--- config.mk ---
export PLATFORM = sky130hd
export DESIGN_NAME = reseed_sched
export DESIGN_NICKNAME = d
export VERILOG_FILES = /design/src/rtl/reseed_pkg.sv /design/src/rtl/rs_tick_gen.sv /design/src/rtl/rs_wait_timer.sv /design/src/rtl/rs_hash_counter.sv /design/src/rtl/reseed_sched.sv
export SDC_FILE = /design/constraint.sdc
export NUM_CORES = 1
export LEC_CHECK = 0
export BUFFER_PORTS_ARGS = -buffer_cell sky130_fd_sc_hd__buf_4
export CORE_MARGIN = 3
export CORE_UTILIZATION = 45
export DETAILED_ROUTE_END_ITERATION = 10
export GPL_TIMING_DRIVEN = 0
export HOLD_SLACK_MARGIN = 0.06
export PLACE_DENSITY = 0.72
export SLEW_MARGIN = 40
export SYNTH_ARGS = -nofsm -noshare
export SYNTH_HDL_FRONTEND = slang
export SYNTH_SLANG_ARGS = --single-unit
--- constraint.sdc ---
create_clock -name clk_i -period 1.9 [get_ports clk_i]
set_input_delay 0.19 -clock clk_i [delete_from_list [all_inputs] [get_ports clk_i]]
set_output_delay 0.19 -clock clk_i [all_outputs]
set_load 0.01 [all_outputs]
--- src/rtl/reseed_pkg.sv ---
package reseed_pkg;
  typedef enum logic [1:0] {
    ST_IDLE = 2'd0,
    ST_WAIT = 2'd1,
    ST_FAIL = 2'd2
  } sched_state_e;
endpackage

--- src/rtl/rs_tick_gen.sv ---
module rs_tick_gen #(
  parameter int unsigned PW = 10
) (
  input  logic          clk_i,
  input  logic          rst_ni,
  input  logic          run_i,
  input  logic [PW-1:0] period_i,
  output logic          tick_o
);
  logic [PW-1:0] cyc_q;

  function automatic logic period_hit(input logic [PW-1:0] c, input logic [PW-1:0] p);
    return c == p;
  endfunction

  assign tick_o = run_i && period_hit(cyc_q, period_i);

  always_ff @(posedge clk_i or negedge rst_ni) begin
    if (!rst_ni)     cyc_q <= '0;
    else if (!run_i) cyc_q <= '0;
    else if (tick_o) cyc_q <= '0;
    else             cyc_q <= cyc_q + 1'b1;
  end
endmodule

--- src/rtl/rs_wait_timer.sv ---
module rs_wait_timer #(
  parameter int unsigned WW = 16
) (
  input  logic          clk_i,
  input  logic          rst_ni,
  input  logic          pending_i,
  input  logic          clr_i,
  input  logic          tick_i,
  input  logic [WW-1:0] limit_i,
  output logic          expire_o,
  output logic [WW-1:0] limit_q_o,
  output logic [WW-1:0] wait_q_o
);
  logic [WW-1:0] lim_q, wait_q;

  function automatic logic limit_reached(input logic [WW-1:0] w, input logic [WW-1:0] l);
    return (l != '0) && (w >= l);
  endfunction

  // limit is only sampled while nothing is pending: updates are deferred
  always_ff @(posedge clk_i or negedge rst_ni) begin
    if (!rst_ni)         lim_q <= '0;
    else if (!pending_i) lim_q <= limit_i;
  end

  always_ff @(posedge clk_i or negedge rst_ni) begin
    if (!rst_ni)                             wait_q <= '0;
    else if (clr_i)                          wait_q <= '0;
    else if (pending_i && tick_i && wait_q != '1) wait_q <= wait_q + 1'b1;
  end

  assign expire_o  = pending_i && limit_reached(wait_q, lim_q);
  assign limit_q_o = lim_q;
  assign wait_q_o  = wait_q;
endmodule

--- src/rtl/rs_hash_counter.sv ---
module rs_hash_counter #(
  parameter int unsigned CW = 10
) (
  input  logic          clk_i,
  input  logic          rst_ni,
  input  logic          done_i,
  input  logic          clr_i,
  input  logic          consume_i,
  input  logic [CW-1:0] thresh_i,
  output logic [CW-1:0] cnt_o,
  output logic          trig_o
);
  logic [CW-1:0] cnt_q;

  function automatic logic count_due(input logic [CW-1:0] c, input logic [CW-1:0] t);
    return (t != '0) && (c >= t);
  endfunction

  assign trig_o = count_due(cnt_q, thresh_i);

  always_ff @(posedge clk_i or negedge rst_ni) begin
    if (!rst_ni)                       cnt_q <= '0;
    else if (clr_i)                    cnt_q <= '0;
    else if (consume_i && trig_o)      cnt_q <= '0;
    else if (done_i && cnt_q != '1)    cnt_q <= cnt_q + 1'b1;
  end

  assign cnt_o = cnt_q;
endmodule

--- src/rtl/reseed_sched.sv ---
module reseed_sched #(
  parameter int unsigned PRESC_W = 10,
  parameter int unsigned WAIT_W  = 16,
  parameter int unsigned CNT_W   = 10
) (
  input  logic               clk_i,
  input  logic               rst_ni,
  input  logic [PRESC_W-1:0] prescale_i,
  input  logic [WAIT_W-1:0]  wait_limit_i,
  input  logic [CNT_W-1:0]   threshold_i,
  input  logic               hash_done_i,
  input  logic               manual_req_i,
  input  logic               cnt_clr_i,
  input  logic               err_clr_i,
  input  logic               ent_ack_i,
  output logic               ent_req_o,
  output logic               timeout_err_o,
  output logic [CNT_W-1:0]   hash_cnt_o,
  output logic               reseed_done_o
);
  import reseed_pkg::*;

  sched_state_e state_q, state_d;
  logic done_q;

  // named internal events
  logic pending, in_fail, cnt_trig, any_trig, issue, ack_take, tick, expire;
  logic [WAIT_W-1:0] lim_now, wait_now;

  assign pending  = (state_q == ST_WAIT);
  assign in_fail  = (state_q == ST_FAIL);
  assign any_trig = manual_req_i | cnt_trig;
  assign issue    = (state_q == ST_IDLE) && any_trig;
  assign ack_take = pending && ent_ack_i;

  rs_tick_gen #(.PW(PRESC_W)) u_tick (
    .clk_i    (clk_i),
    .rst_ni   (rst_ni),
    .run_i    (pending),
    .period_i (prescale_i),
    .tick_o   (tick)
  );

  rs_wait_timer #(.WW(WAIT_W)) u_wait (
    .clk_i     (clk_i),
    .rst_ni    (rst_ni),
    .pending_i (pending),
    .clr_i     (issue | ack_take),
    .tick_i    (tick),
    .limit_i   (wait_limit_i),
    .expire_o  (expire),
    .limit_q_o (lim_now),
    .wait_q_o  (wait_now)
  );

  rs_hash_counter #(.CW(CNT_W)) u_hcnt (
    .clk_i     (clk_i),
    .rst_ni    (rst_ni),
    .done_i    (hash_done_i),
    .clr_i     (cnt_clr_i),
    .consume_i (!in_fail),
    .thresh_i  (threshold_i),
    .cnt_o     (hash_cnt_o),
    .trig_o    (cnt_trig)
  );

  always_comb begin
    state_d = state_q;
    unique case (state_q)
      ST_IDLE: if (any_trig)  state_d = ST_WAIT;
      ST_WAIT: begin
        if (ent_ack_i)        state_d = ST_IDLE;
        else if (expire)      state_d = ST_FAIL;
      end
      ST_FAIL: if (err_clr_i) state_d = ST_IDLE;
      default:                state_d = ST_IDLE;
    endcase
  end

  always_ff @(posedge clk_i or negedge rst_ni) begin
    if (!rst_ni) begin
      state_q <= ST_IDLE;
      done_q  <= 1'b0;
    end else begin
      state_q <= state_d;
      done_q  <= ack_take;
    end
  end

  assign ent_req_o     = pending;
  assign timeout_err_o = in_fail;
  assign reseed_done_o = done_q;
endmodule

==> flow_summary.json <==
{
  "critical-path-top-delay-family": "compound AO/OA/AOI/OAI gates",
  "crit_path_cell_trace": "ha_4 > a41oi_2 > nor3_2 > o21ai_4 > a221oi_4 > buf_6 > nor2_1",
  "min_period_over_period_pct": 104.0,
  "globalRoute.totalOverflow": 0,
  "synth_area_um2": 3261,
  "fin_worst_hold_slack_ns": 0.07584,
  "die-area_um2": 8303,
  "dr_total_vias": 2808,
  "synth_fp_nets": 425,
  "root_buffer": "sky130_fd_sc_hd__clkbuf_8",
  "grt_setup_unrepaired": "true",
  "rr_endpoint": "u_wait.wait_q_o[9]",
  "worst_r2r_path_depth": 7,
  "wire_length_of_the_first_global_routing_pass_um": 12750,
  "timing.critical_path.from_type": "flip-flop",
  "crit_type": "reg -> reg",
  "longest_clk_path_bufs": 2,
  "detailedRoute.firstPassIterationCount": 4,
  "power_per_standard_cell_area_nw_per_um2": 576.0,
  "std_cell_rows": 30,
  "die_w_um": 91.12,
  "track_usage_pct": 18.58,
  "layout-area-overhead-vs-synth_pct": 36.61,
  "timing_hold_violations_final": 0,
  "die_ht_um": 91.12,
  "total_switching_power_mw": 0.7651,
  "result_of_the_run": "finished with violations",
  "dominantRegCellSynth": "sky130_fd_sc_hd__dfrtp_1",
  "p_comb_share_pct": 24.5,
  "drive_above_1_share_pct": 33.48,
  "layout.cells.most_common": "sky130_fd_sc_hd__buf_4",
  "setup_violations": 16,
  "synth.lib_cells_used.distinct": 37,
  "post_synthesis_mean_instance_area_um2": 9.237,
  "vias_per_cell": 5.219,
  "grt_start_max_net_pins": 56,
  "antenna_found_initial": 0,
  "gp_congestion": 0.8184,
  "min_period_ns": 1.975,
  "dr.first_iter.drc_count": 112,
  "crit_path_end_kind": "flip-flop",
  "clock_sinks": 55,
  "htree_num_levels": 2,
  "placeableCoreArea_um2": 6907,
  "preCtsSetupSlack_ns": -0.3376,
  "tritoncts_clock_tree": "yes",
  "antenna_cells": 0,
  "cp_max_stage_delay_ns": 0.44,
  "ys_ff_latch": 55,
  "synth_edf_count": 0,
  "ant_nets": 0,
  "regToRegSetupSlack_ns": -0.08,
  "cp_required_ns": 2.10,
  "report.final.slew_viol_count": 0,
  "average_wire_per_standard_cell_um": 15.10,
  "netSwitchingFraction_pct": 29.82,
  "post-route-worst-setup-slack_ns": -0.07522,
  "worst_r2r_startpoint": "u_hcnt.cnt_o[5]",
  "whs_path_depth": 2,
  "relSlewSlack_pct": 53.70,
  "hold_path_end": "state_q[0]",
  "hp-class": "in -> reg",
  "maxCapViolations": 0,
  "first_global_vias": 2721,
  "worst_slew_pin_slew_ns": 0.6945,
  "initial_utilization_pct": 47.21,
  "final_setup_skew_ns": 0.01051,
  "critical_path.slowest_cell": "sky130_fd_sc_hd__dfrtp_1",
  "seq_area_frac_synth_pct": 42.21,
  "syn-instance-count": 353,
  "drc": 0,
  "vdd.ir_drop.worst_mv": 0.2687,
  "clkSlewWorstSetupHoldPaths_ns": 0.10,
  "yosys_warnings": 0,
  "p_seq_share_pct": 51.5,
  "wirelength_um": 8123,
  "layout.filler_cells": 582,
  "clkLatencyLatePin_ns": 0.30,
  "internal-power_mw": 1.801,
  "hp-start": "ent_ack_i",
  "timing.setup.tns_ns": -0.9651,
  "commonest_non_fill_non_tap_cells_in_the_layout": "sky130_fd_sc_hd__buf_4, sky130_fd_sc_hd__dfrtp_1, sky130_fd_sc_hd__nor2_1, sky130_fd_sc_hd__inv_1, sky130_fd_sc_hd__nand2_1",
  "critPathBufInv": 1,
  "pin_count": 56,
  "nets": 514,
  "crit_path_max_fanout": 5,
  "async_flop_share_pct": 100.0,
  "port_buffers": 55,
  "failing_checks": "negative setup slack",
  "cp.arrival_ns": 2.17,
  "finalPower_mw": 2.566,
  "leakage_nw": 2.011,
  "dp_hpwl_um": 5315,
  "max_clock_freq_ghz": 0.5063,
  "share_clk_of_total_power_pct": 24.1,
  "number_of_buffers_inserted_during_clock_tree_synthesis": 5
}
==> stage by stage <==
step | utilization, % | cell area, um2 | cells
floorplan | - | 3267 | 353
global placement | 55.02 | 3800 | 504
detailed placement | 55.02 | 3800 | 504
CTS | 61.25 | 4230 | 527
global route | 64.49 | 4454 | 538
finish | 64.49 | 4454 | 538
==> cells by family (layout without fill, tap and decap cells) <==
group / count (synthesis) / after routing / share of synthesized area [%]
DFF: 55 / 55 / 42.21
muxes: 2 / 2 / 0.6140
adders and majority gates: 29 / 29 / 11.13
and+or+nand+nor: 140 / 140 / 20.49
AOI/OAI and AO/OA: 44 / 45 / 9.210
buffers and inverters: 41 / 129 / 5.065
xor gates and xnor gates: 42 / 42 / 11.28
==> layer usage <==
metal | vias to the layer above | wire, um | global-route usage, %
li1 | 1379 | - | -
met3 | 18 | 337 | 3.148
met2 | 75 | 3960 | 30.23
met1 | 1336 | 3661 | 25.20
met4 | 0 | 163 | 6.030
met5 | - | 0 | 0
==> registers in the layout, indices dropped and copies added, names as in the netlist <==
signal,cells
u_wait.wait_q_o,16
reseed_done_o,1
u_hcnt.cnt_o,10
state_q,2
u_wait.limit_q_o,16
u_tick.cyc_q,10
==> synthesized netlist by cell type, types with 2 or more instances <==
cell / count / area, um2
sky130_fd_sc_hd__nor2_2: 2 / 12.51
sky130_fd_sc_hd__a21o_1: 2 / 15.01
sky130_fd_sc_hd__ha_1: 29 / 362.9
sky130_fd_sc_hd__nor2_1: 46 / 172.7
sky130_fd_sc_hd__nor4_1: 7 / 43.79
sky130_fd_sc_hd__nand2b_1: 5 / 31.28
sky130_fd_sc_hd__a211oi_1: 3 / 22.52
sky130_fd_sc_hd__nor2b_1: 2 / 12.51
sky130_fd_sc_hd__nand4_1: 7 / 43.79
sky130_fd_sc_hd__and4_1: 3 / 26.28
sky130_fd_sc_hd__mux2i_1: 2 / 20.02
sky130_fd_sc_hd__a2111oi_0: 2 / 17.52
sky130_fd_sc_hd__o31ai_1: 2 / 15.01
sky130_fd_sc_hd__a21oi_1: 6 / 30.03
sky130_fd_sc_hd__xor2_1: 17 / 148.9
sky130_fd_sc_hd__xnor2_1: 25 / 219.0
sky130_fd_sc_hd__inv_1: 33 / 123.9
sky130_fd_sc_hd__buf_2: 2 / 10.01
sky130_fd_sc_hd__clkbuf_1: 4 / 15.01
sky130_fd_sc_hd__a41oi_1: 2 / 17.52
sky130_fd_sc_hd__nand2_1: 33 / 123.9
sky130_fd_sc_hd__o21ai_0: 20 / 100.1
sky130_fd_sc_hd__dfrtp_1: 55 / 1376
sky130_fd_sc_hd__and3_1: 5 / 31.28
sky130_fd_sc_hd__nor3_1: 10 / 50.05
sky130_fd_sc_hd__nand3_1: 18 / 90.09
==> cell type report <==
cell class / instances / area (um2) / area share (%)
multi-input cells: 258 / 2067 / 46.40
flip-flops and latches: 55 / 1386 / 31.12
repair buffers: 82 / 629.4 / 14.13
inverters: 34 / 130.1 / 2.921
well taps: 96 / 120.1 / 2.697
clock buffers: 7 / 76.32 / 1.713
plain buffers: 6 / 45.04 / 1.011
==> worst register-to-register path, stage by stage (launching register included) <==
cell                       delay [ns]
sky130_fd_sc_hd__dfrtp_1         0.44
sky130_fd_sc_hd__ha_4            0.30
sky130_fd_sc_hd__a41oi_2         0.12
sky130_fd_sc_hd__nor3_2          0.28
sky130_fd_sc_hd__o21ai_4         0.12
sky130_fd_sc_hd__a221oi_4        0.37
sky130_fd_sc_hd__buf_6           0.19
sky130_fd_sc_hd__nor2_1          0.05
==> worst max-delay path by stage <==
stage,cells after the start,start,endpoint,slack (ns)
after global placement,7,u_hcnt.cnt_o[7],u_wait.wait_q_o[4],-0.30
after global routing,7,u_hcnt.cnt_o[5],u_wait.wait_q_o[10],-0.12
after CTS,7,u_hcnt.cnt_o[3],u_wait.wait_q_o[9],-0.0008
final,7,u_hcnt.cnt_o[5],u_wait.wait_q_o[9],-0.08
after detailed placement,7,u_hcnt.cnt_o[7],u_wait.wait_q_o[3],-0.34
after floorplan,7,u_hcnt.cnt_o[5],u_wait.wait_q_o[4],-0.05
==> repair_timing <==
action,4_1_cts,5_1_grt
setup buffers,14,11
pin swaps,14,14
setup endpoints to repair,28,38
hold buffers,1,0
cloned,1,1
gates resized for setup,37,32
endpoints found under the hold margin,55,0
==> power groups by stage <==
| stage | sequential [mW] | combinational, mW | clock [mW] |
|---|---|---|---|
| floorplan | 1.33 | 0.292 | 0 |
| global placement | 1.34 | 0.468 | 0 |
| detailed placement | 1.34 | 0.485 | 0 |
| CTS | 1.32 | 0.577 | 0.631 |
| global route | 1.34 | 0.695 | 0.685 |
| finish | 1.32 | 0.627 | 0.617 |
No activity file was read; power rests on OpenSTA's default activity.
